==> src/rtl/errcnt_pkg.sv <==
package errcnt_pkg;
    localparam int unsigned NUM_SRC = 8;

    localparam int unsigned SB_EXZ   = 7;
    localparam int unsigned SB_XDIS  = 6;
    localparam int unsigned SB_LCV   = 5;
    localparam int unsigned SB_FEBE  = 4;
    localparam int unsigned SB_PATH  = 3;
    localparam int unsigned SB_FRAME = 2;
    localparam int unsigned SB_PDIS  = 1;
    localparam int unsigned SB_PAR   = 0;

    typedef enum logic {
        CNT_RUN  = 1'b0,
        CNT_HELD = 1'b1
    } cnt_state_e;

    typedef enum logic [1:0] {
        FRM_DS3_CBIT = 2'b00,
        FRM_DS3_MUX  = 2'b01,
        FRM_E3_751   = 2'b10,
        FRM_OTHER    = 2'b11
    } frm_mode_e;
endpackage

==> src/rtl/errcnt_unit.sv <==
module errcnt_unit
    import errcnt_pkg::*;
#(
    parameter int unsigned CNT_W = 16
) (
    input  logic clk,
    input  logic rst_n,
    input  logic evt_i,
    input  logic clr_i,
    input  logic sat_i,
    output logic hit_o
);
    localparam logic [CNT_W-1:0] CNT_MAX = '1;
    localparam logic [CNT_W-1:0] CNT_PRE = CNT_MAX - 1'b1;

    cnt_state_e       state_q, state_d;
    logic [CNT_W-1:0] cnt_q, cnt_d;
    logic             hit_d;

    // next-state and output process
    always_comb begin
        state_d = state_q;
        cnt_d   = cnt_q;
        hit_d   = 1'b0;
        if (clr_i) begin
            state_d = CNT_RUN;
            cnt_d   = '0;
        end else begin
            unique case (state_q)
                CNT_RUN: begin
                    if (evt_i) begin
                        if (sat_i) begin
                            if (cnt_q >= CNT_PRE) begin
                                cnt_d   = CNT_MAX;
                                state_d = CNT_HELD;
                                hit_d   = 1'b1;
                            end else begin
                                cnt_d = cnt_q + 1'b1;
                            end
                        end else begin
                            cnt_d = cnt_q + 1'b1;
                            hit_d = (cnt_q == CNT_MAX);
                        end
                    end
                end
                CNT_HELD: begin
                    cnt_d = cnt_q;
                end
                default: begin
                    state_d = CNT_RUN;
                end
            endcase
        end
    end

    assign hit_o = hit_d;

    // state register process
    always_ff @(posedge clk) begin
        if (!rst_n) begin
            state_q <= CNT_RUN;
            cnt_q   <= '0;
        end else begin
            state_q <= state_d;
            cnt_q   <= cnt_d;
        end
    end

    a_r4_held_frozen: assert property (@(posedge clk) disable iff (!rst_n)
        (state_q == CNT_HELD && !clr_i) |=> (state_q == CNT_HELD && $stable(cnt_q)));
    a_r3_wrap_to_zero: assert property (@(posedge clk) disable iff (!rst_n)
        (hit_o && !sat_i) |=> (cnt_q == '0));
    a_r5_clear_rearms: assert property (@(posedge clk) disable iff (!rst_n)
        clr_i |=> (cnt_q == '0 && state_q == CNT_RUN));
    a_r4_single_hit: assert property (@(posedge clk) disable iff (!rst_n)
        (hit_o && sat_i) |=> !hit_o);
endmodule

==> src/rtl/errcnt_mode_mask.sv <==
module errcnt_mode_mask
    import errcnt_pkg::*;
(
    input  logic [1:0]         mode_i,
    output logic [NUM_SRC-1:0] live_o
);
    always_comb begin
        live_o = '1;
        unique case (frm_mode_e'(mode_i))
            FRM_DS3_CBIT: live_o = '1;
            FRM_DS3_MUX: begin
                live_o[SB_FEBE] = 1'b0;
                live_o[SB_PATH] = 1'b0;
            end
            FRM_E3_751: begin
                live_o[SB_XDIS] = 1'b0;
                live_o[SB_FEBE] = 1'b0;
                live_o[SB_PATH] = 1'b0;
                live_o[SB_PDIS] = 1'b0;
                live_o[SB_PAR]  = 1'b0;
            end
            FRM_OTHER: live_o = '1;
            default: live_o = '1;
        endcase
    end
endmodule

==> src/rtl/errcnt_status_reg.sv <==
module errcnt_status_reg
    import errcnt_pkg::*;
(
    input  logic               clk,
    input  logic               rst_n,
    input  logic [NUM_SRC-1:0] hit_i,
    input  logic [NUM_SRC-1:0] live_i,
    input  logic               rd_i,
    output logic [NUM_SRC-1:0] stat_o
);
    logic [NUM_SRC-1:0] stat_q, kept;

    always_comb kept = rd_i ? '0 : stat_q;

    always_ff @(posedge clk) begin
        if (!rst_n) stat_q <= '0;
        else        stat_q <= (kept | hit_i) & live_i;
    end

    assign stat_o = stat_q;

    a_r7_read_clears: assert property (@(posedge clk) disable iff (!rst_n)
        rd_i |=> ((stat_q & ~$past(hit_i)) == '0));
    a_r6_sticky: assert property (@(posedge clk) disable iff (!rst_n)
        !rd_i |=> (($past(stat_q) & $past(live_i) & ~stat_q) == '0));
    a_r10_dead_low: assert property (@(posedge clk) disable iff (!rst_n)
        1'b1 |=> ((stat_q & ~$past(live_i)) == '0));
    a_r8_hit_survives: assert property (@(posedge clk) disable iff (!rst_n)
        rd_i |=> ((($past(hit_i) & $past(live_i)) & ~stat_q) == '0));
endmodule

==> src/rtl/errcnt_irq_bank.sv <==
module errcnt_irq_bank
    import errcnt_pkg::*;
#(
    parameter int unsigned CNT_W = 16
) (
    input  logic       clk,
    input  logic       rst_n,
    input  logic [7:0] evt_i,
    input  logic [7:0] sat_mode_i,
    input  logic [7:0] cnt_clr_i,
    input  logic [7:0] irq_en_i,
    input  logic [1:0] frm_mode_i,
    input  logic       stat_rd_i,
    output logic [7:0] stat_o,
    output logic       irq_o
);
    logic [NUM_SRC-1:0] hit, live;

    for (genvar g = 0; g < NUM_SRC; g++) begin : g_cnt
        errcnt_unit #(.CNT_W(CNT_W)) u_cnt (
            .clk   (clk),
            .rst_n (rst_n),
            .evt_i (evt_i[g]),
            .clr_i (cnt_clr_i[g]),
            .sat_i (sat_mode_i[g]),
            .hit_o (hit[g])
        );
    end

    errcnt_mode_mask u_mask (
        .mode_i (frm_mode_i),
        .live_o (live)
    );

    errcnt_status_reg u_stat (
        .clk    (clk),
        .rst_n  (rst_n),
        .hit_i  (hit),
        .live_i (live),
        .rd_i   (stat_rd_i),
        .stat_o (stat_o)
    );

    assign irq_o = |(stat_o & irq_en_i);

    a_r1_reset_quiet: assert property (@(posedge clk)
        !rst_n |=> (stat_o == 8'h00));
endmodule

==> config.mk <==
export PLATFORM = sky130hd
export DESIGN_NAME = errcnt_irq_bank
export DESIGN_NICKNAME = d
export VERILOG_FILES = /design/src/rtl/errcnt_pkg.sv /design/src/rtl/errcnt_unit.sv /design/src/rtl/errcnt_mode_mask.sv /design/src/rtl/errcnt_status_reg.sv /design/src/rtl/errcnt_irq_bank.sv
export SDC_FILE = /design/constraint.sdc
export NUM_CORES = 1
export LEC_CHECK = 0
export BUFFER_PORTS_ARGS = -buffer_cell sky130_fd_sc_hd__clkbuf_2
export CAP_MARGIN = 5
export CELL_PAD_IN_SITES_DETAIL_PLACEMENT = 2
export CELL_PAD_IN_SITES_GLOBAL_PLACEMENT = 2
export CORE_AREA = 3 3 142 144
export DETAILED_ROUTE_END_ITERATION = 12
export DIE_AREA = 0 0 145 147
export GPL_TIMING_DRIVEN = 0
export PLACE_DENSITY = 0.8
export SLEW_MARGIN = 10
export SYNTH_ARGS = -nofsm -noshare
export SYNTH_HDL_FRONTEND = slang
export SYNTH_SLANG_ARGS = --single-unit
==> constraint.sdc <==
create_clock -name clk -period 1.82 [get_ports clk]
set_input_delay 0.182 -clock clk [delete_from_list [all_inputs] [get_ports clk]]
set_output_delay 0.182 -clock clk [all_outputs]
set_load 0.005 [all_outputs]
Word-level counts from Yosys, hierarchy flattened --
Cells that the tools add are included.
Cells by class: multiplexer cells 100, reduce and logical (&&, ||, !) cells 20, bitwise operators 12, $add $sub $neg 8, magnitude comparators 8, eq/ne operators 19
Operator list (number):
- 16-bit 2-to-1 mux | 32
- 16-bit by 1-bit adder with 16-bit output (second input constant) | 8
- 16-bit == test (second input constant) | 8
- 16-bit greater-or-equal comparator (second input constant) | 8
- 1-bit 2-to-1 mux | 65
- 2-bit OR reduction | 10
- 8-bit bitwise AND | 2
- 2-bit inequality test (second input constant) | 8
- 2-bit AND reduction | 8
- 1-bit NOT | 9
- 8-bit 2-to-1 mux | 1
- 8-bit OR | 1
- 8-bit OR reduction | 1
- 2-bit == test (second input constant) | 2
- 2-bit one-hot mux with 2 select lines | 1
- 2-bit by 1-bit == test with 1-bit output (second input constant) | 1
- 2-bit zero test | 1
- 2-bit 2-to-1 mux | 1
Word-level totals: word-level logic and storage cells 184, register bits after elaboration 144

Depth between registers and ports, before layout --
Gate-level depths: netlist of the first run.
word-level depth 8, depth in mapped cells 8

Modules after synthesis --
A second synthesis of the first run with hierarchy kept.
Unflattened totals: cell total of the unflattened synthesis 872, area, all modules 7747.4 µm²
Modules (own cells, without submodules):
- errcnt_unit | cells an instance 104, seq. area each 340.3 µm², area each 918.4 µm², times used 8
- errcnt_status_reg | cells an instance 25, seq. area each 160.2 µm², area each 295.3 µm², times used 1
- errcnt_mode_mask | cells an instance 10, seq. area each 0.0 µm², area each 68.8 µm², times used 1
- errcnt_irq_bank | cells an instance 5, seq. area each 0.0 µm², area each 36.3 µm², times used 1

Worst setup path after synthesis of the first run --
No wires, ideal clock.
path kind reg2reg, start point register g_cnt[1].u_cnt.cnt_q[1], end point register g_cnt[1].u_cnt.cnt_q[0], setup slack 0.307 ns, clock period less this slack 1.513 ns, setup time 0.078 ns, data arrival time 1.435 ns, path buffers 0, stages on the path, launching flop included 7, required time 1.742 ns, cells stage by stage dfxtp_1 > ha_1 > nor2_1 > nor3b_1 > nor3b_1 > nor2_1 > nor3_1
On the way: word-level cells in the longest chain between the ends 5
Ends and longest elaborated chain:
- from (decl) | RTL line errcnt_unit.sv:17 | logic [CNT_W-1:0] cnt_q, cnt_d;
- from (signal assigned) | RTL line errcnt_unit.sv:65 | cnt_q <= cnt_d;
- 16-bit greater-or-equal comparator | RTL line errcnt_unit.sv:33 | if (cnt_q >= CNT_PRE) begin
- 16-bit 2-to-1 mux | RTL line errcnt_unit.sv:33
- 16-bit 2-to-1 mux | RTL line errcnt_unit.sv:32 | if (sat_i) begin
- 16-bit 2-to-1 mux | RTL line errcnt_unit.sv:31 | if (evt_i) begin
- 16-bit 2-to-1 mux | RTL line errcnt_unit.sv:29 | unique case (state_q)
No other way between the ends. The select of a mux whose other input is x is not followed. A chain may end at the register's enable or synchronous reset.

Worst setup path in the final report of the first run --
start point register g_cnt[1].u_cnt.cnt_q[5], end point register g_cnt[1].u_cnt.cnt_q[8]
On the way: word-level cells in the longest chain between the ends 5
Ends and longest elaborated chain (RTL line):
- 16-bit by 1-bit adder with 16-bit output / 16-bit greater-or-equal comparator (equally long branches) | errcnt_unit.sv:38, errcnt_unit.sv:41, errcnt_unit.sv:33
- 16-bit 2-to-1 mux | errcnt_unit.sv:33
- 16-bit 2-to-1 mux (*) | errcnt_unit.sv:32
- 16-bit 2-to-1 mux (*) | errcnt_unit.sv:31
- 16-bit 2-to-1 mux (*) | errcnt_unit.sv:29
Mark *: on every way between the ends. The rest lies on a longest branch, timed or not. The select of a mux whose other input is x is not followed.

==> reports/summary.txt, run 1 <==
outcome: complete, no violations
setup_tns: 0 ps
synthesized net count: 876
most common cell after layout, fill and taps aside: dfxtp_1
PD cells: 848.6 nW/um^2
largest family of logic cells by synthesized area: simple AND/OR/NAND/NOR gates
asr flop ratio synth: 0
Max-Cap Viols: 0
Clock Skew: 9.182 ps
Chip Width: 145 microns
Post-CTS Hold Buffers: 0
Compound-Gate Fraction of Synth Area: 0.1544
Ant. Diodes: 0
Initial Util: 0.3728
Reg2Reg Depth: 6
initial antenna violation count: 0
drt drc: 0
commonest cells after routing, fill and taps aside: 135 x dfxtp_1, 107 x a21oi_1, 55 x nand2_1, 52 x xor2_1, 51 x nand3_1
Critical Path Start Type: flop
cells after synthesis: 822
critical path peak fanout: 10
Most used DFF post-synth: dfxtp_1
share of layout cells above drive strength 1: 0.1478
IO buf count: 44
XOR/XNOR Fraction of Synth Area: 0.1123
drt first pass iters: 5
synthesized area: 7019 sq um
core area: 18830 sq um
CTS Buffer Depth: 2
Fin. Hold Viols: 0
pin count of the biggest net entering global routing: 17
R2R setup slack: 70 ps
total track usage: 0.2067
Multi-input gate area: 3990 sq um
DPL Wire Length: 15700 microns
multiplexer share of the synthesized area: 0
worst setup path start: g_cnt[1].u_cnt.cnt_q[5]$_SDFFE_PP0P_
Seq cells post-synth: 144
number of global-route vias before repair: 7067
routed wire length: 22130 microns
Least-Margin Pin Slew: 659.7 ps
Power Total: 7079 uW
crit end category: flop
Pins Over Slew Limit: 0
Num CTS Buffers: 17
Adder-Cell Fraction of Synth Area: 0.03030
CTS H-Tree Depth: 4
Synth Area in Simple Gates: 0.2578
Critical Path RT: 2160 ps
Nets: 941
initial DRC count: 205
Clock transition at path regs: 60 ps
Final period util: 0.9637
final worst path period need: 1754 ps
synthesized area per cell: 8.539 sq um
first-pass GRT wire length: 36180 microns
gr ovfl total: 0
final setup vio count: 0
HP Class: input pin to flop
post-synthesis sequential area ratio: 0.4107
routed length per instance: 19.08 microns
top cells by area, synth: dfxtp_1 41%, a21oi_1 7.6%, xor2_1 6.5%, xnor2_1 4.7%, nand3_1 3.7%
Clock Latency Late Sink: 430 ps
Sequential Area: 2894 sq um
Leak: 0.002945 uW
r2r startpoint: g_cnt[1].u_cnt.cnt_q[5]$_SDFFE_PP0P_
CTS tree: done
Netlist cell types: 53
fillcell total: 2087
worst vdd ir: 701.6 uV
Sink Count: 144
worst path arrival time: 2090 ps
die height: 147 microns
CTS Root Cell: clkbuf_16
headroom to the max-slew limit: 0.5602
gpl congestion: 0.7899
Vias: 6372
area delta synth->final: 18.84%
area leader, netlist: dfxtp_1
DR vias/cell: 5.493
num rows: 50
Routed Antenna Nets: 0
critical path type: flop to flop
Yosys warnings: 0
I/O pin count: 46
Die ar.: 21320 sq um
EDFF count, synth: 0
Max Freq: 0.5702 GHz
crit path capture: g_cnt[1].u_cnt.cnt_q[8]$_SDFFE_PP0P_
r2r endpoint: g_cnt[1].u_cnt.cnt_q[8]$_SDFFE_PP0P_
Synth top area share: 0.4107
-- cells in the mapped netlist (all sizes together) (21+ instances only) --
master	instances
xnor2	38
nand3	52
clkbuf	21
nor3	24
nand4	37
o21ai	38
a21oi	107
xor2	52
dfxtp	144
inv	23
nor2	45
nand2	55
-- power breakdown --
group | internal [uW] | leakage, uW | switching, uW
Clock | 2260 | 0.000296 | 1380
Sequential | 3170 | 0.00117 | 25.1
Combinational | 83.1 | 0.00148 | 164
-- per-stage QoR --
stage / std cells / hold WS [ps] / worst slack [ps] / cell area (sq um) / util
after CTS: 1157 / 1.075 / 3.853 / 8203 / 0.4356
after global placement: 1126 / 417.7 / -285.6 / 7565 / 0.4017
after floorplan: 822 / 314.6 / 306.9 / 7019 / -
after detailed placement: 1126 / 454.9 / -372.1 / 7565 / 0.4017
final: 1160 / 13.36 / 66.10 / 8342 / 0.4430
after global routing: 1160 / 15.22 / -62.59 / 8342 / 0.4430
-- how the worst min path moves through the flow --
stage              from                                end  slack (ps)  cells past startpoint
6_report       evt_i[5]  g_cnt[5].u_cnt.state_q$_SDFF_PP0_          10                      3
5_1_grt        evt_i[3]  g_cnt[3].u_cnt.state_q$_SDFF_PP0_          20                      3
4_1_cts        evt_i[3]  g_cnt[3].u_cnt.state_q$_SDFF_PP0_           1                      3
3_5_place_dp   evt_i[3]  g_cnt[3].u_cnt.state_q$_SDFF_PP0_         450                      3
3_3_place_gp   evt_i[4]  g_cnt[4].u_cnt.state_q$_SDFF_PP0_         420                      3
2_1_floorplan  evt_i[3]  g_cnt[3].u_cnt.state_q$_SDFF_PP0_         310                      2
-- logic make-up (layout without fill, tap and decap cells) --
logic type / Yosys count / in the layout
flops: 144 / 144
buf+inv: 59 / 137
fa+ha+maj: 17 / 17
compound gates: 193 / 193
simple gates: 319 / 319
xor+xnor: 90 / 90
-- area by class of cell --
cell class              instances  area share
multi-input cells             619      0.4783
flip-flops and latches        144      0.3469
clock buffers                  22     0.05685
well taps                     260     0.03900
repair buffers                 52     0.03360
plain buffers                  30     0.01890
clock inverters                10     0.01605
inverters                      23     0.01035
-- sequential cells by signal, summed over array words and instances, names as in the netlist --
name,flops
g_cnt.u_cnt.cnt_q,128
u_stat.stat_o,8
g_cnt.u_cnt.state_q,8
-- layer usage --
layer  GRT usage  wire length (microns)  vias to the layer above
met5           0                      0                        -
met4     0.07316                    465                        0
met3     0.03732                    613                       27
met2      0.3937                  11880                       78
met1      0.2304                   9176                     3190
li1            -                      -                     3077
-- worst max-delay path: stages (launching register included) --
cell and delay, ps:
dfxtp_1 390, and4_1 300, nand4_1 200, nor2_2 200, nand3_1 160, buf_2 230
a21oi_1 190
-- what timing repair did --
| action | in CTS | in global routing |
|---|---|---|
| gates resized for setup | 9 | 40 |
| pin swaps | 0 | 6 |
| endpoints found under the setup margin | 27 | 90 |
| buffers inserted | 0 | 8 |
No activity file was read; power rests on OpenSTA's default activity.
==> inputs of run 2 (changes only) <==
--- a/config.mk
+++ b/config.mk
@@ -15,5 +15,4 @@
 export GPL_TIMING_DRIVEN = 0
 export PLACE_DENSITY = 0.8
-export SLEW_MARGIN = 10
 export SYNTH_ARGS = -nofsm -noshare
 export SYNTH_HDL_FRONTEND = slang
==> constraint.sdc (replaced) <==
create_clock -name clk -period 2 [get_ports clk]
set_input_delay 0 -clock clk [delete_from_list [all_inputs] [get_ports clk]]
set_output_delay 0 -clock clk [all_outputs]
set_load 0.005 [all_outputs]
==> run 2 against run 1 <==
Compared with the run above:
- power fell by 8.8%
- final area rose by 0.69%
- via count rose by 0.41%
- non-clock buffer count rose by 17
- critical path depth rose by 1
- count of clock-buffer cells in the layout did not move
- clock skew rose by 1.6 ps
- worst hold slack improved by 4.5 ps
- global-route usage rose by 0.13 points
==> reports/summary.txt, run 2 (synthesized netlist as in run 1, its figures left out) <==
Clock Skew: 10.74 ps
CTS Buffer Depth: 2
gpl congestion: 0.7899
Routed Antenna Nets: 0
max reg flops: 128
Nets: 958
Psw: 1423 uW
CP Cell Sequence: inv_1, ha_1, o21ai_0, nor3_2, nand2_1, a41o_1, nor2_1
critical path type: flop to flop
dpl cells: 1126
initial DRC count: 179
routed wire length: 22090 microns
combinational group share of total power: 0.039
Hold Crit Start: sat_mode_i[4]
Largest Register: g_cnt.u_cnt.cnt_q
Clock Latency Late Sink: 430 ps
final worst path period need: 1816 ps
Reg2Reg Depth: 7
Max-Cap Viols: 0
DPL Wire Length: 15700 microns
total track usage: 0.2080
worst vdd ir: 645.6 uV
HP Class: input pin to flop
hold depth: 5
RSZ-0062 raised after global routing: false
r2r startpoint: g_cnt[5].u_cnt.cnt_q[0]$_SDFFE_PP0P_
drt first pass iters: 4
number of global-route vias before repair: 7192
commonest cells after routing, fill and taps aside: 144 x dfxtp_1, 107 x a21oi_1, 55 x nand2_1, 52 x nand3_1, 52 x xor2_1
Leak: 0.002910 uW
crit end category: flop
core area: 18830 sq um
switch share: 0.2203
DR vias/cell: 5.436
Chip Width: 145 microns
share of layout cells above drive strength 1: 0.1134
Initial Util: 0.3728
Hold Path Sink: u_stat.stat_o[4]$_SDFF_PN0_
most common cell after layout, fill and taps aside: dfxtp_1
Seq pwr share: 0.450
pin count of the biggest net entering global routing: 17
PD cells: 768.9 nW/um^2
Clock Power Share: 0.511
headroom to the max-slew limit: 0.5612
IO buf count: 44
critical path peak fanout: 6
routed length per instance: 18.77 microns
Critical Path RT: 2360 ps
Critical Path Start Type: flop
Vias: 6398
Final period util: 0.9081
outcome: complete, no violations
R2R setup slack: 180 ps
WP buf/inv: 1
CTS H-Tree Depth: 4
num rows: 50
CTS tree: done
gr ovfl total: 0
CP delay by family, top: simple AND/OR/NAND/NOR gates
Int Power: 5035 uW
Sink Count: 144
area delta synth->final: 19.66%
Fin. Hold Viols: 0
Hold WS: 17.89 ps
Num CTS Buffers: 17
Max Freq: 0.5506 GHz
Ant. Diodes: 0
first-pass GRT wire length: 36470 microns
CTS Root Cell: clkbuf_16
initial antenna violation count: 0
critical path's largest stage delay: 380 ps
Least-Margin Pin Slew: 656.9 ps
worst path arrival time: 2180 ps
Non-Filler Instances: 1177
final setup vio count: 0
I/O pin count: 46
drt drc: 0
die height: 147 microns
r2r endpoint: g_cnt[5].u_cnt.cnt_q[10]$_SDFFE_PP0P_
Clock transition at path regs: 60 ps
slowest CP cell: nor3_2
Pins Over Slew Limit: 0
Die ar.: 21320 sq um
## run 2: cell count changes in the layout (fill, tap and decap cells not counted), moves of 3 or more
cell / before / now
and4_1: 15 / 18
buf_2: 8 / 11
buf_4: 8 / 0
clkbuf_1: 12 / 18
clkbuf_4: 5 / 0
dfxtp_1: 135 / 144
dfxtp_2: 9 / 0
dlygate4sd3_1: 0 / 20
## run 2: cell type report
type / count / area [sq um]
inverter: 23 / 86.33
sequential: 144 / 2883
timing repair buffer: 64 / 420.4
clock buffer: 22 / 474.2
fill: 2094 / 10430
buffer: 35 / 162.7
multi-input combinational: 619 / 3914
clock inverter: 10 / 133.9
tap: 260 / 325.3
## run 2: power groups by stage
stage,Sequential [uW],Combinational (uW),Clock (uW)
floorplan,2960,117,0
global placement,2970,203,0
detailed placement,2970,219,0
CTS,2900,252,3380
global route,2910,284,3520
finish,2900,251,3300
## run 2: metal layers
layer  wire length (microns)  part of all wire  track usage
met1                    9156              0.41       0.2301
met5                       0                 0            0
met4                     372             0.017      0.07363
met2                   11980              0.54       0.3986
met3                     587             0.027      0.03732
## run 2: worst max-delay path by stage
| stage | start | to | slack [ps] | depth (start not counted) |
|---|---|---|---|---|
| after floorplan | g_cnt[1].u_cnt.cnt_q[1]$_SDFFE_PP0P_ | g_cnt[1].u_cnt.cnt_q[0]$_SDFFE_PP0P_ | 490 | 6 |
| after global placement | rst_n | g_cnt[4].u_cnt.cnt_q[8]$_SDFFE_PP0P_ | 80 | 5 |
| after detailed placement | rst_n | g_cnt[4].u_cnt.cnt_q[5]$_SDFFE_PP0P_ | -10 | 5 |
| final | g_cnt[5].u_cnt.cnt_q[0]$_SDFFE_PP0P_ | g_cnt[5].u_cnt.cnt_q[10]$_SDFFE_PP0P_ | 180 | 7 |
| after global routing | g_cnt[1].u_cnt.cnt_q[1]$_SDFFE_PP0P_ | g_cnt[1].u_cnt.cnt_q[0]$_SDFFE_PP0P_ | 30 | 6 |
| after CTS | rst_n | g_cnt[4].u_cnt.state_q$_SDFF_PP0_ | 50 | 6 |
## run 2: through the flow
stage	setup slack (ps)	total power [uW]	TNS, ps	utilization	instance area, sq um
global route	27.57	6711	0	0.4460	8399
detailed placement	-10.06	3186	-15.61	0.4017	7565
global placement	76.42	3168	0	0.4017	7565
floorplan	486.9	3079	0	-	7019
CTS	46.44	6534	0	0.4445	8371
finish	183.9	6458	0	0.4460	8399
## run 2: worst min-delay path, stage by stage
cell	delay [ps]
clkbuf_2	80
nand2b_1	90
a21oi_1	60
nand4_1	90
a21oi_1	60
## run 2: timing repair
item | in CTS | in global routing
endpoints found under the setup margin | 1 | 30
hold buffers | 20 | 0
gates resized for setup | 1 | 12
setup buffers | 0 | 0
endpoints found under the hold margin | 30 | 0
==> inputs of run 3 (changes only) <==
Settings changed: MAX_ROUTING_LAYER set to met4, SETUP_SLACK_MARGIN set to 0.3.
==> run 3 against run 2 <==
Compared with the run above:
- routed wire length grew 4.9%
- via count increased by 1.8%
- fmax up 8.7%
- critical path type unchanged
- core utilization rose by 2.2 points
- highest routed layer unchanged
- worst setup slack improved by 140 ps
- die area unchanged
- clock skew is 1.9 ps lower
- sequential cell count unchanged
==> reports/summary.txt, run 3 (synthesized netlist as in run 1, its figures left out) <==
outcome: complete, no violations
drt drc: 0
Least-Margin Pin Slew: 672.6 ps
DPL Wire Length: 15700 microns
headroom to the max-slew limit: 0.5507
DR vias/cell: 5.462
RSZ-0062 raised after global routing: true
Vias: 6516
gr ovfl total: 0
Final period util: 0.8357
Fin. Hold Viols: 0
Global Route met1 Usage: 0.2328
Nets: 974
routed wire length: 23180 microns
core area: 18830 sq um
Power Total: 6494 uW
Sequential Area: 2927 sq um
Critical Path Stages: 6
Hold WS: 20.98 ps
final setup vio count: 0
area delta synth->final: 25.51%
WP buf/inv: 1
routed length per instance: 19.43 microns
Initial Util: 0.3728
pin count of the biggest net entering global routing: 17
CTS Buffer Depth: 2
initial DRC count: 245
total track usage: 0.2174
Sink Count: 144
final worst path period need: 1671 ps
I/O pin count: 46
hold depth: 5
Clock transition at path regs: 60 ps
first-pass GRT wire length: 37020 microns
crit end category: flop
commonest cells after routing, fill and taps aside: 113 x dfxtp_1, 107 x a21oi_1, 54 x nand2_1, 52 x xor2_1, 52 x clkbuf_2
dpl ws: -10.06 ps
Ant. Diodes: 0
Max-Cap Viols: 0
final worst slack: 328.7 ps
IO buf count: 44
Clock Latency Late Sink: 420 ps
Num CTS Buffers: 17
CP delay by family, top: simple AND/OR/NAND/NOR gates
share of layout cells above drive strength 1: 0.2090
HP Class: input pin to flop
initial antenna violation count: 0
Largest Register: g_cnt.u_cnt.cnt_q
PD cells: 737.2 nW/um^2
Max Freq: 0.5983 GHz
CTS H-Tree Depth: 4
met3 GRT Util: 0.03671
critical path's largest stage delay: 400 ps
Critical Path RT: 2300 ps
Clock Skew: 8.884 ps
number of global-route vias before repair: 7239
num rows: 50
gpl congestion: 0.8011
most common cell after layout, fill and taps aside: dfxtp_1
CTS Root Cell: clkbuf_16
fillcell total: 2042
Reg2Reg Depth: 6
busiest grt layer: met2
CP Cell Sequence: and4b_2, and3_1, buf_2, nand4_1, xor2_1, a21oi_1
met2 Use GR: 0.4059
critical path type: flop to flop
CTS tree: done
slowest CP cell: dfxtp_1
Die ar.: 21320 sq um
critical path peak fanout: 6
max reg flops: 128
worst vdd ir: 642.0 uV
worst path arrival time: 1970 ps
Routed Antenna Nets: 0
Chip Width: 145 microns
Leak: 0.003146 uW
Critical Path Start Type: flop
Multi-input gate area: 4128 sq um
drt first pass iters: 5
Pins Over Slew Limit: 0
die height: 147 microns
## run 3: cell count changes in the layout (fill, tap and decap cells not counted), moves of 5 or more
| cell | before | now |
|---|---|---|
| nand3_1 | 52 | 47 |
| clkbuf_1 | 18 | 10 |
| nand3_2 | 0 | 5 |
| clkbuf_2 | 47 | 52 |
| and4_1 | 18 | 11 |
| buf_4 | 0 | 19 |
| dfxtp_2 | 0 | 29 |
| dfxtp_1 | 144 | 113 |
## run 3: layout make-up
type | instances | area share
Clock buffer | 22 | 0.05383
Buffer | 36 | 0.02386
Inverter | 23 | 0.009800
Multi-Input combinational cell | 619 | 0.4685
Sequential cell | 144 | 0.3322
Tap cell | 260 | 0.03693
Timing Repair Buffer | 79 | 0.05965
Clock inverter | 10 | 0.01520
## run 3: where the power goes
part	switching (uW)	internal (uW)	total (uW)
registers	23.9	2880	2910
clock network	1270	2060	3330
logic	159	101	260
## run 3: final timing paths
| path | startpoint | end | slack (ps) |
|---|---|---|---|
| min | sat_mode_i[4] | u_stat.stat_o[4]$_SDFF_PN0_ | 20 |
| min reg2reg | g_cnt[3].u_cnt.state_q$_SDFF_PP0_ | g_cnt[3].u_cnt.state_q$_SDFF_PP0_ | 470 |
| max reg2reg | g_cnt[2].u_cnt.cnt_q[2]$_SDFFE_PP0P_ | g_cnt[2].u_cnt.cnt_q[15]$_SDFFE_PP0P_ | 330 |
| max | g_cnt[2].u_cnt.cnt_q[2]$_SDFFE_PP0P_ | g_cnt[2].u_cnt.cnt_q[15]$_SDFFE_PP0P_ | 330 |
## run 3: routing by layer
layer	wire (microns)	vias up
li1	-	3153
met1	9518	3268
met2	12690	68
met3	521	27
met4	446	0
met5	0	-
## run 3: repair_timing
item                                    CTS  global route
gates resized for setup                  32            93
endpoints found under the hold margin    30             0
pin swaps                                 6             9
endpoints found under the setup margin   92           110
hold buffers                             18             0
setup buffers                             6            10
cloned                                    0             1
## run 3: through the flow
stage	TNS, ps	utilization	cell area (sq um)	instances
3_3_place_gp	0	0.4017	7565	1126
5_1_grt	0	0.4678	8810	1193
3_5_place_dp	-15.61	0.4017	7565	1126
4_1_cts	0	0.4502	8477	1182
6_report	0	0.4678	8810	1193
2_1_floorplan	0	-	7019	822
## run 3: worst register-to-register path, stage by stage, from the launching register on
cell and delay [ps]:
dfxtp_1 400, and4b_2 330, and3_1 180, buf_2 190, nand4_1 160, xor2_1 200
a21oi_1 100
